$ cat src/rtl/dirc_pkg.sv
package dirc_pkg;

    typedef enum logic [2:0] {
        S_IDLE    = 3'd0,
        S_LOOKUP  = 3'd1,
        S_LD_DIR  = 3'd2,
        S_LD_RET  = 3'd3,
        S_ST_BANK = 3'd4,
        S_ST_INV  = 3'd5,
        S_ST_VIS  = 3'd6
    } dirc_state_e;

    typedef enum logic {
        MSG_FILL = 1'b0,
        MSG_INV  = 1'b1
    } dirc_msg_e;

endpackage

$ cat src/rtl/dirc_store.sv
// Tag mirror: one valid bit and tag per (core, way, set); parallel compare.
module dirc_store #(
    parameter int N_CORES = 8,
    parameter int N_WAYS  = 4,
    parameter int IDX_W   = 2,
    parameter int TAG_W   = 8
) (
    input  logic                                     clk,
    input  logic                                     rst_n,
    input  logic                                     wr_en,
    input  logic                                     wr_valid,
    input  logic [$clog2(N_CORES)+$clog2(N_WAYS)-1:0] wr_ent,
    input  logic [IDX_W-1:0]                         wr_idx,
    input  logic [TAG_W-1:0]                         wr_tag,
    input  logic [IDX_W-1:0]                         look_idx,
    input  logic [TAG_W-1:0]                         look_tag,
    output logic [N_CORES*N_WAYS-1:0]                hit_vec
);
    localparam int N_ENT = N_CORES * N_WAYS;
    localparam int SETS  = 1 << IDX_W;

    logic [SETS-1:0]  vld_q [N_ENT];
    logic [TAG_W-1:0] tag_q [N_ENT][SETS];

    always_ff @(posedge clk or negedge rst_n) begin
        if (!rst_n) begin
            for (int e = 0; e < N_ENT; e++) begin
                vld_q[e] <= '0;
            end
        end else if (wr_en) begin
            vld_q[wr_ent][wr_idx] <= wr_valid;
        end
    end

    always_ff @(posedge clk) begin
        if (wr_en && wr_valid) begin
            tag_q[wr_ent][wr_idx] <= wr_tag;
        end
    end

    for (genvar e = 0; e < N_ENT; e++) begin : g_cmp
        assign hit_vec[e] = vld_q[e][look_idx] && (tag_q[e][look_idx] == look_tag);
    end

endmodule

$ cat src/rtl/dirc_pick.sv
// Lowest-index set bit finder (ascending core, then way).
module dirc_pick #(
    parameter int N = 32,
    parameter int W = 5
) (
    input  logic [N-1:0] vec,
    output logic         any,
    output logic [W-1:0] sel
);
    always_comb begin
        any = 1'b0;
        sel = '0;
        for (int i = N - 1; i >= 0; i--) begin
            if (vec[i]) begin
                any = 1'b1;
                sel = W'(i);
            end
        end
    end
endmodule

$ cat src/rtl/dirc_fifo.sv
// Outbound message queue shared by fills and invalidations.
module dirc_fifo #(
    parameter int W     = 8,
    parameter int DEPTH = 4
) (
    input  logic         clk,
    input  logic         rst_n,
    input  logic         push,
    input  logic [W-1:0] push_data,
    output logic         full,
    output logic         out_valid,
    input  logic         out_ready,
    output logic [W-1:0] out_data
);
    localparam int PTR_W = (DEPTH > 1) ? $clog2(DEPTH) : 1;
    localparam int CNT_W = $clog2(DEPTH + 1);

    logic [W-1:0]     mem_q [DEPTH];
    logic [PTR_W-1:0] wr_ptr_q, rd_ptr_q;
    logic [CNT_W-1:0] cnt_q;
    logic             do_push, do_pop;

    assign full      = (cnt_q == CNT_W'(DEPTH));
    assign out_valid = (cnt_q != '0);
    assign out_data  = mem_q[rd_ptr_q];
    assign do_push   = push && !full;
    assign do_pop    = out_valid && out_ready;

    function automatic logic [PTR_W-1:0] bump(input logic [PTR_W-1:0] p);
        return (p == PTR_W'(DEPTH - 1)) ? '0 : p + 1'b1;
    endfunction

    always_ff @(posedge clk or negedge rst_n) begin
        if (!rst_n) begin
            wr_ptr_q <= '0;
            rd_ptr_q <= '0;
            cnt_q    <= '0;
        end else begin
            if (do_push) wr_ptr_q <= bump(wr_ptr_q);
            if (do_pop)  rd_ptr_q <= bump(rd_ptr_q);
            if (do_push && !do_pop)      cnt_q <= cnt_q + 1'b1;
            else if (do_pop && !do_push) cnt_q <= cnt_q - 1'b1;
        end
    end

    always_ff @(posedge clk) begin
        if (do_push) mem_q[wr_ptr_q] <= push_data;
    end
endmodule

$ cat src/rtl/dirc_ctrl.sv
module dirc_ctrl
    import dirc_pkg::*;
#(
    parameter int N_CORES = 8,
    parameter int N_WAYS  = 4,
    parameter int IDX_W   = 2,
    parameter int TAG_W   = 8,
    parameter int Q_DEPTH = 4
) (
    input  logic                       clk,
    input  logic                       rst_n,
    input  logic                       req_valid,
    output logic                       req_ready,
    input  logic                       req_store,
    input  logic [$clog2(N_CORES)-1:0] req_core,
    input  logic [$clog2(N_WAYS)-1:0]  req_way,
    input  logic [IDX_W-1:0]           req_idx,
    input  logic [TAG_W-1:0]           req_tag,
    output logic                       bank_rd_en,
    output logic                       bank_wr_en,
    output logic [IDX_W-1:0]           bank_idx,
    output logic [TAG_W-1:0]           bank_tag,
    output logic                       msg_valid,
    input  logic                       msg_ready,
    output logic                       msg_kind,
    output logic [$clog2(N_CORES)-1:0] msg_core,
    output logic [$clog2(N_WAYS)-1:0]  msg_way,
    output logic [IDX_W-1:0]           msg_idx,
    output logic                       gv_valid,
    output logic [$clog2(N_CORES)-1:0] gv_core
);
    localparam int CORE_W = $clog2(N_CORES);
    localparam int WAY_W  = $clog2(N_WAYS);
    localparam int N_ENT  = N_CORES * N_WAYS;
    localparam int ENT_W  = CORE_W + WAY_W;
    localparam int MSG_W  = 1 + CORE_W + WAY_W + IDX_W;

    dirc_state_e state_q, state_d;

    logic              r_store;
    logic [CORE_W-1:0] r_core;
    logic [WAY_W-1:0]  r_way;
    logic [IDX_W-1:0]  r_idx;
    logic [TAG_W-1:0]  r_tag;
    logic [N_ENT-1:0]  pend_q;
    logic              accept;

    logic [N_ENT-1:0]  hit_vec, writer_mask;
    logic              pick_any;
    logic [ENT_W-1:0]  pick_sel;

    logic              dir_we, dir_wvalid;
    logic [ENT_W-1:0]  dir_went;
    logic              pend_clr;

    logic              q_full, q_push;
    dirc_msg_e         push_kind;
    logic [CORE_W-1:0] push_core;
    logic [WAY_W-1:0]  push_way;
    logic [MSG_W-1:0]  q_in, q_out;

    dirc_store #(
        .N_CORES(N_CORES), .N_WAYS(N_WAYS), .IDX_W(IDX_W), .TAG_W(TAG_W)
    ) store_i (
        .clk(clk), .rst_n(rst_n),
        .wr_en(dir_we), .wr_valid(dir_wvalid), .wr_ent(dir_went),
        .wr_idx(r_idx), .wr_tag(r_tag),
        .look_idx(r_idx), .look_tag(r_tag),
        .hit_vec(hit_vec)
    );

    dirc_pick #(.N(N_ENT), .W(ENT_W)) pick_i (
        .vec(pend_q), .any(pick_any), .sel(pick_sel)
    );

    assign q_in = {push_kind, push_core, push_way, r_idx};

    dirc_fifo #(.W(MSG_W), .DEPTH(Q_DEPTH)) fifo_i (
        .clk(clk), .rst_n(rst_n),
        .push(q_push), .push_data(q_in), .full(q_full),
        .out_valid(msg_valid), .out_ready(msg_ready), .out_data(q_out)
    );

    assign msg_kind = q_out[MSG_W-1];
    assign msg_core = q_out[MSG_W-2 -: CORE_W];
    assign msg_way  = q_out[IDX_W+WAY_W-1 -: WAY_W];
    assign msg_idx  = q_out[IDX_W-1:0];

    for (genvar e = 0; e < N_ENT; e++) begin : g_wmask
        assign writer_mask[e] = ((e / N_WAYS) == int'(r_core));
    end

    assign bank_idx = r_idx;
    assign bank_tag = r_tag;
    assign gv_core  = r_core;
    assign accept   = req_valid && req_ready;

    // State register
    always_ff @(posedge clk or negedge rst_n) begin
        if (!rst_n) state_q <= S_IDLE;
        else        state_q <= state_d;
    end

    // Request capture and pending-sharer vector
    always_ff @(posedge clk or negedge rst_n) begin
        if (!rst_n) begin
            r_store <= 1'b0;
            r_core  <= '0;
            r_way   <= '0;
            r_idx   <= '0;
            r_tag   <= '0;
            pend_q  <= '0;
        end else begin
            if (accept) begin
                r_store <= req_store;
                r_core  <= req_core;
                r_way   <= req_way;
                r_idx   <= req_idx;
                r_tag   <= req_tag;
            end
            if (state_q == S_LOOKUP) pend_q <= hit_vec & ~writer_mask;
            else if (pend_clr)       pend_q[pick_sel] <= 1'b0;
        end
    end

    // Outputs and next state
    always_comb begin
        state_d    = state_q;
        req_ready  = 1'b0;
        bank_rd_en = 1'b0;
        bank_wr_en = 1'b0;
        gv_valid   = 1'b0;
        dir_we     = 1'b0;
        dir_wvalid = 1'b0;
        dir_went   = {r_core, r_way};
        pend_clr   = 1'b0;
        q_push     = 1'b0;
        push_kind  = MSG_FILL;
        push_core  = r_core;
        push_way   = r_way;
        unique case (state_q)
            S_IDLE: begin
                req_ready = !q_full;
                if (req_valid && !q_full) state_d = S_LOOKUP;
            end
            S_LOOKUP: begin
                state_d = r_store ? S_ST_BANK : S_LD_DIR;
            end
            S_LD_DIR: begin
                dir_we     = 1'b1;
                dir_wvalid = 1'b1;
                bank_rd_en = 1'b1;
                state_d    = S_LD_RET;
            end
            S_LD_RET: begin
                if (!q_full) begin
                    q_push  = 1'b1;
                    state_d = S_IDLE;
                end
            end
            S_ST_BANK: begin
                bank_wr_en = 1'b1;
                state_d    = S_ST_INV;
            end
            S_ST_INV: begin
                if (!pick_any) begin
                    state_d = S_ST_VIS;
                end else if (!q_full) begin
                    q_push    = 1'b1;
                    push_kind = MSG_INV;
                    push_core = pick_sel[ENT_W-1 -: CORE_W];
                    push_way  = pick_sel[WAY_W-1:0];
                    dir_we    = 1'b1;
                    dir_went  = pick_sel;
                    pend_clr  = 1'b1;
                end
            end
            S_ST_VIS: begin
                gv_valid = 1'b1;
                state_d  = S_IDLE;
            end
            default: state_d = S_IDLE;
        endcase
    end

endmodule

$ cat config.mk
export PLATFORM = sky130hd
export DESIGN_NAME = dirc_ctrl
export DESIGN_NICKNAME = d
export VERILOG_FILES = /design/src/rtl/dirc_pkg.sv /design/src/rtl/dirc_store.sv /design/src/rtl/dirc_pick.sv /design/src/rtl/dirc_fifo.sv /design/src/rtl/dirc_ctrl.sv
export SDC_FILE = /design/constraint.sdc
export NUM_CORES = 2
export LEC_CHECK = 0
export ABC_CLOCK_PERIOD_IN_PS = 4700
export BUFFER_PORTS_ARGS = -buffer_cell sky130_fd_sc_hd__buf_2
export CORE_ASPECT_RATIO = 1.1
export CORE_MARGIN = 8
export CORE_UTILIZATION = 35
export DETAILED_ROUTE_END_ITERATION = 12
export GPL_TIMING_DRIVEN = 0
export SYNTH_ARGS = -nofsm -noshare
export SYNTH_HDL_FRONTEND = slang
export SYNTH_HIERARCHICAL = 1
export SYNTH_SLANG_ARGS = --single-unit
$ cat constraint.sdc
create_clock -name clk -period 4.7 [get_ports clk]
set_input_delay 0.235 -clock clk [delete_from_list [all_inputs] [get_ports clk]]
set_output_delay 0.235 -clock clk [all_outputs]
set_load 0.03 [all_outputs]
Word level (Yosys, flattened, before mapping):

Memories as Yosys holds them, arrays and structs flattened.
Index checks and enable logic that the tools add are counted.

* bits in registers: 186
* bits in writable memories: 1056
* output and inout port bits: 26
* logic and storage cells: 431
* memories kept: 2

* add/sub/neg operators: 4
* magnitude comparators: 8
* equality and inequality tests: 51
* multiplexer cells: 266
* bitwise gates (word level): 6
* reduce and logical (&&, ||, !) cells: 52

Memory list
* store_i.tag_q: words 32, bits a word 32, read ports 32, clocked after Yosys merged registers in 0, write ports 1, line dirc_store.sv:23 `logic [TAG_W-1:0] tag_q [N_ENT][SETS];`
* fifo_i.mem_q: words 4, bits a word 8, read ports 1, clocked after Yosys merged registers in 0, write ports 1, line dirc_fifo.sv:18 `logic [W-1:0] mem_q [DEPTH];`

Operators by type and width (number)
* 2-to-1 mux 8 bit: 65
* binary-select mux 8 bit (select 2 bit): 32
* equality test 8 bit: 32
* 2-to-1 mux 5 bit: 35
* bitwise mux 128 bit: 1
* 2-to-1 mux 32 bit: 3
* 2-to-1 mux 1 bit: 76
* AND 32 bit: 2
* binary-select mux 1 bit (select 2 bit): 32
* inverter 32 bit: 2
* logical AND 1 bit: 43
* 2-to-1 mux 3 bit: 9
* demux 4 bit (select 5 bit): 1
* case mux 3 bit (6 select lines): 1
* demux 8 bit (select 2 bit): 1
* equality test 3 bit, first input constant: 4
* equality test 3 bit, second input constant: 4
* 2-to-1 mux 2 bit: 5
* equality test 2 x 3 -> 1 bit, first input constant: 2
* equality test 3 x 2 -> 1 bit, second input constant: 2
* >= comparator 6 bit, second input constant: 1
* zero test 3 bit: 2
* less-than comparator 5 x 6 -> 1 bit, second input constant: 1
* less-than comparator 6 x 1 -> 1 bit, second input constant: 1
* 22 further kinds: 30

Depth between registers and ports, before layout:

* word-level depth: 41
* mapped depth: 13
* depth with buffers taken out: 13

Cells and area by module:

Netlist, hierarchy kept.

By module, submodules not included
* dirc_store: times used 1, cells each 2782, area each 47463.0 um^2, sequential area each 33952.6 um^2
* dirc_ctrl: times used 1, cells each 200, area each 2544.9 um^2, sequential area each 1276.2 um^2
* dirc_fifo: times used 1, cells each 79, area each 1609.0 um^2, sequential area each 1136.1 um^2
* dirc_pick: times used 1, cells each 65, area each 370.4 um^2, sequential area each 0.0 um^2

Worst setup path after synthesis:

Ideal clock, no wire load.

* path type: reg-to-reg
* start: reg r_tag[6] (netlist: bank_tag[6])
* end: reg pend_q[28]
* data arrival time: 3744 ps
* required time: 4634 ps
* setup slack: 891 ps
* stages on the path, launching flop included: 8
* path buffers: 3
* period minus slack after synthesis: 3809 ps
* cell sequence: dfrtp_1 buf_4 buf_1 buf_2 xnor2_1 nand4_1 nor4_1 a32o_2

* longest elaborated chain between the ends: 4

Ends and longest elaborated chain
* from (decl): line dirc_ctrl.sv:44 `logic [TAG_W-1:0] r_tag;`
* from (signal assigned): line dirc_ctrl.sv:119 `r_tag <= req_tag;`
* equality test 8 bit: line dirc_store.sv:42 `assign hit_vec[e] = vld_q[e][look_idx] && (tag_q[e][look_idx] == look_tag);`
* logical AND 1 bit: line dirc_store.sv:42
* named net hit_vec[28]: line dirc_ctrl.sv:48 `logic [N_ENT-1:0] hit_vec, writer_mask;`
* AND 32 bit: line dirc_ctrl.sv:121 `if (state_q == S_LOOKUP) pend_q <= hit_vec & ~writer_mask;`
* 2-to-1 mux 32 bit: line dirc_ctrl.sv:121
* to (signal assigned): line dirc_ctrl.sv:121
* to (decl): line dirc_ctrl.sv:45 `logic [N_ENT-1:0] pend_q;`

The timed path passes the listed nets, and every way through them passes these cells.
A chain may end at the register's enable or synchronous reset.

Final worst setup path:

* start: reg state_q[1]
* end: mem store_i/tag_q[3][28] (netlist name) (enable)

* longest elaborated chain between the ends: 5
* elaborated cells between the ends (all ways): 8
* classes of those cells: eq/ne: 2; mux: 5; reduce/logical: 1

Ends and longest elaborated chain
* from (decl): line dirc_ctrl.sv:38 `dirc_state_e state_q, state_d;`
* from (signal assigned): line dirc_ctrl.sv:101 `else state_q <= state_d;`
* equality test 3 bit or equality test 3 x 2 -> 1 bit (tied branches): line dirc_ctrl.sv:141 `unique case (state_q)`
* case mux 1 bit (2 select lines) *: line dirc_ctrl.sv:141
* named net dir_we: line dirc_ctrl.sv:52 `logic dir_we, dir_wvalid;`
* logical AND 1 bit *: line dirc_store.sv:36 `if (wr_en && wr_valid) begin`
* 2-to-1 mux 1 bit *: line dirc_store.sv:36
* 2-to-1 mux 32 bit (implied by the code) *: line dirc_store.sv:37 `tag_q[wr_ent][wr_idx] <= wr_tag;`
* to (decl): line dirc_store.sv:23

Mark *: on every way through the listed nets, which the timed path passes. The rest lies on a longest branch.

==> qor.log <==
INFO  synthesis      post_synth_num_cell_types=76
INFO  power_and_ir_drop max-vdd-ir-drop=0.506mV
INFO  layout         fill_cells=13400
INFO  routing        drt_first_iter_violations=4117
INFO  layout         layout-area-overhead-vs-synth=15.5%
INFO  outcome        failed_checks=max-capacitance violations, max-slew violations, negative setup slack
INFO  sta            final-max-slew-violation-count=10
INFO  global_route   grt_util_all_layers=0.204
INFO  synthesis      synth.yosys.seq_area_share=0.699
INFO  sta            finalCriticalPeriod=4.71ns
INFO  synthesis      synth_largest_type_area_fraction=0.610
INFO  sta            report.final.hold_viol_count=0
INFO  layout         layout-drive-gt1-share=0.224
INFO  placement      port_buffers=45
INFO  sta            setup-violations-final=8
INFO  clocking       post-cts-setup-buffer-count=0
INFO  routing        drt_pre_antenna_iters=6
INFO  synthesis      synthTopCellsByArea=sky130_fd_sc_hd__edfxtp_1, sky130_fd_sc_hd__dfrtp_1, sky130_fd_sc_hd__mux4_2
INFO  synthesis      synth.cell_area=0.0520mm2
INFO  worst_setup_path crit_fanout=10
INFO  layout         multi_input_area=0.0150mm2
INFO  synthesis      ys_async_sr_fraction=0.150
INFO  sta            finalHoldWorstSlack=0.0714ns
INFO  placement      dpl-instance-area=0.0552mm2
INFO  min_path       min_path_type=primary input to async pin
INFO  power_and_ir_drop p_clk_frac=0.263
INFO  synthesis      post_synthesis_instance_total=3126
INFO  global_route   grt_start_max_net_pins=113
INFO  layout         non_filler_cells_final=5405
INFO  layout         layout.cell_area.non_filler=0.0601mm2
INFO  global_route   global_route_wire_length_before_repair=233000um
INFO  outcome        status=finished with violations
INFO  worst_setup_path timing.critical_path.from_type=flip-flop
INFO  sta            worst_clock_skew=0.0330ns
INFO  die            rows=148
INFO  die            placeableCoreArea=0.148mm2
INFO  synthesis      ys_warn_count=6
INFO  routing        detail_route.drc_violations=0
INFO  placement      dp.cells=5142
INFO  placement      hpwlAfterDp=108000um
INFO  power_and_ir_drop total_switching_power=0.0144W
INFO  synthesis      syn_area_per_cell=16.6um2
INFO  worst_setup_path endpoint_kind=flip-flop
INFO  clocking       clockRootBuffer=sky130_fd_sc_hd__clkbuf_16
INFO  global_route   grt_pass1_vias=29900
INFO  routing        route.final.wire_length=168000um
INFO  power_and_ir_drop power.leakage=19.7nW
INFO  layout         number_of_nets_in_the_final_layout=3371
INFO  sta            tightest_slew=1.50ns
INFO  die            die-height=420um
INFO  worst_setup_path max_stage_delay=0.85ns
INFO  synthesis      post-synth-top-area-cell=sky130_fd_sc_hd__edfxtp_1
INFO  worst_setup_path path_class=flip-flop to flip-flop
INFO  worst_setup_path timing.critical_path.cells=buf_2 -> inv_1 -> nor3_2 -> nand2b_1 -> or3b_2 -> inv_1 -> nand2_1 -> clkbuf_2 -> nor2_1
INFO  synthesis      dominantRegCellSynth=sky130_fd_sc_hd__edfxtp_1
INFO  routing        vias_per_cell=5.73
INFO  sta            fmax=212MHz
INFO  die            initial_core_util=0.352
INFO  clocking       cts_made_buffers=130
INFO  clocking       htree_num_levels=4
INFO  worst_setup_path crit_top_cell=sky130_fd_sc_hd__inv_1
INFO  die            die_width=383um
INFO  clocking       cts.sinks=1242
INFO  sta            grt_setup_unrepaired=yes
INFO  layout         register_area=0.0364mm2
INFO  synthesis      synthTopCellsByCount=sky130_fd_sc_hd__edfxtp_1, sky130_fd_sc_hd__o21ai_0, sky130_fd_sc_hd__xnor2_1
INFO  sta            worst_slew_margin_rel=-0.00221
INFO  power_and_ir_drop power.density_cell_area=640mW/mm2
INFO  worst_setup_path cp.arrival=5.11ns
INFO  clocking       worst_setup_hold_path_clk_slew=0.06ns
INFO  power_and_ir_drop seqPwrFrac=0.381
INFO  synthesis      yosys_register_bits=1242
INFO  power_and_ir_drop switching_share=0.376
INFO  synthesis      synth_edf_count=1056
INFO  power_and_ir_drop p_comb_frac=0.357
INFO  flow_run       timing.max_cap.violations=1
INFO  sta            fin_setup_tns=-0.0640ns
INFO  die            die_area=0.161mm2
INFO  synthesis      synth_fp_nets=3153
INFO  global_route   grt_antenna_before_repair=7
INFO  routing        routed-via-count=31000
INFO  clocking       cts.path.max_buffers=3
INFO  routing        wire_per_inst=31.1um
INFO  die            io_pins=46
INFO  worst_setup_path worst-endpoint-required=5.10ns
INFO  clocking       clock_tree_from_tritoncts=yes
INFO  synthesis      yosysMostFrequentCell=sky130_fd_sc_hd__edfxtp_1
INFO  global_route   grt-ovfl-total=0
INFO  worst_setup_path crit_path_top_delay_cell=sky130_fd_sc_hd__nor2_1
INFO  clocking       worst_skew_pair.late_latency=0.78ns
INFO  sta            min_period_over_period=1.00
INFO  placement      preCtsSetupSlack=-0.426ns
INFO  routing        ant_nets=0
INFO  placement      finalWeightedCongestion=0.993
INFO  sta            layout_setup_ws=-0.00997ns
INFO  power_and_ir_drop power_report.internal_total=0.0240W
-- power groups by stage --
stage	logic [W]	registers, W	clock network, W
after floorplan	0.00758	0.0150	0
after global placement	0.0122	0.0160	0
after detailed placement	0.0134	0.0149	0
after CTS	0.0135	0.0146	0.0102
after global routing	0.0141	0.0147	0.0107
final	0.0137	0.0146	0.0101
-- logic make-up after synthesis --
kind of cell | after synthesis | share of synthesized area
DFF | 1242 | 0.699
AOI/OAI and AO/OA | 449 | 0.0550
and+or+nand+nor | 438 | 0.0418
muxes | 422 | 0.125
xor gates and xnor gates | 328 | 0.0553
buffers and inverters | 240 | 0.0218
adders and majority gates | 7 | 0.00183
-- critical path, delay by kind of cell (launching register included) --
family / cells / cell delay, ns
simple gates: 5 / 2.75
flops: 1 / 0.42
buf+inv: 4 / 1.16
-- worst paths after layout --
kind,endpoint,startpoint,slack (ns),cells after the start
min in group clk,r_way[1]$_DFFE_PN0P_,req_way[1],0.23,3
setup reg to reg,store_i/tag_q[3][28]$_DFFE_PP_,state_q[1]$_DFFE_PN0P_,-0.01,9
max in group asynchronous,store_i/vld_q[17]$_DFFE_PN0P_,rst_n,3.58,3
hold reg to reg,r_way[0]$_DFFE_PN0P_,r_way[0]$_DFFE_PN0P_,0.51,1
setup / recovery,store_i/tag_q[3][28]$_DFFE_PP_,state_q[1]$_DFFE_PN0P_,-0.01,9
hold / removal,store_i/vld_q[5]$_DFFE_PN0P_,rst_n,0.07,2
-- layer usage --
metal | vias up | GRT usage | share of wire
li1 | 12600 | - | -
met1 | 16400 | 0.264 | 0.39
met2 | 1633 | 0.331 | 0.47
met3 | 400 | 0.0457 | 0.089
met4 | 2 | 0.0870 | 0.048
met5 | - | 0 | 0.00011
-- state kept, by name (all words and copies together), names as in the netlist --
register and cells:
store_i/vld_q 128, state_q 3, bank_tag 8, r_store 1, gv_core 3, r_way 2, pend_q 32, fifo_i/wr_ptr_q 2
bank_idx 2, store_i/tag_q 1024, fifo_i/cnt_q 3, fifo_i/mem_q 32, fifo_i/rd_ptr_q 2
-- layout by cell type (no fill, tap or decap), types with 10 or more instances in the layout --
cell and count:
sky130_fd_sc_hd__nor3_1 31, sky130_fd_sc_hd__clkbuf_1 94, sky130_fd_sc_hd__dfrtp_1 178, sky130_fd_sc_hd__xnor2_1 246, sky130_fd_sc_hd__clkinv_1 30, sky130_fd_sc_hd__buf_6 14, sky130_fd_sc_hd__buf_4 21, sky130_fd_sc_hd__mux2_2 43
sky130_fd_sc_hd__dlygate4sd3_1 19, sky130_fd_sc_hd__mux2_1 10, sky130_fd_sc_hd__buf_2 133, sky130_fd_sc_hd__nor2_4 28, sky130_fd_sc_hd__xor2_1 82, sky130_fd_sc_hd__clkbuf_16 134, sky130_fd_sc_hd__nand2_1 74, sky130_fd_sc_hd__o32ai_1 20
sky130_fd_sc_hd__inv_1 27, sky130_fd_sc_hd__a21oi_1 20, sky130_fd_sc_hd__mux2i_1 192, sky130_fd_sc_hd__clkinv_2 21, sky130_fd_sc_hd__a31oi_1 26, sky130_fd_sc_hd__o21ai_0 273, sky130_fd_sc_hd__nor4_1 20, sky130_fd_sc_hd__mux4_2 175
sky130_fd_sc_hd__nand4_1 23, sky130_fd_sc_hd__clkbuf_2 17, sky130_fd_sc_hd__buf_16 11, sky130_fd_sc_hd__edfxtp_1 1056, sky130_fd_sc_hd__nor4_2 13, sky130_fd_sc_hd__nor2_1 50, sky130_fd_sc_hd__a32o_1 27, sky130_fd_sc_hd__nor2_2 88
sky130_fd_sc_hd__o211ai_1 21, sky130_fd_sc_hd__nand3_1 53
-- final cells by class --
class | count | area share
Sequential cell | 1242 | 0.606
Multi-Input combinational cell | 1644 | 0.250
Clock buffer | 160 | 0.0576
Tap cell | 1950 | 0.0406
Buffer | 213 | 0.0181
Timing Repair Buffer | 86 | 0.0140
Clock inverter | 76 | 0.0112
Inverter | 27 | 0.00169
Antenna cell | 7 | 0.000292
-- repair_timing --
item | CTS | global route
cloned | 0 | 0
pin swaps | 0 | 1
hold buffers | 19 | 0
gates resized for setup | 46 | 133
setup endpoints to repair | 767 | 986
hold endpoints to repair | 94 | 0
-- stage by stage --
stage / util / power (W)
2_1_floorplan: - / 0.0225
3_3_place_gp: 0.370 / 0.0282
3_5_place_dp: 0.373 / 0.0282
4_1_cts: 0.404 / 0.0383
5_1_grt: 0.406 / 0.0395
6_report: 0.406 / 0.0384
(Power assumes the default switching activity.)
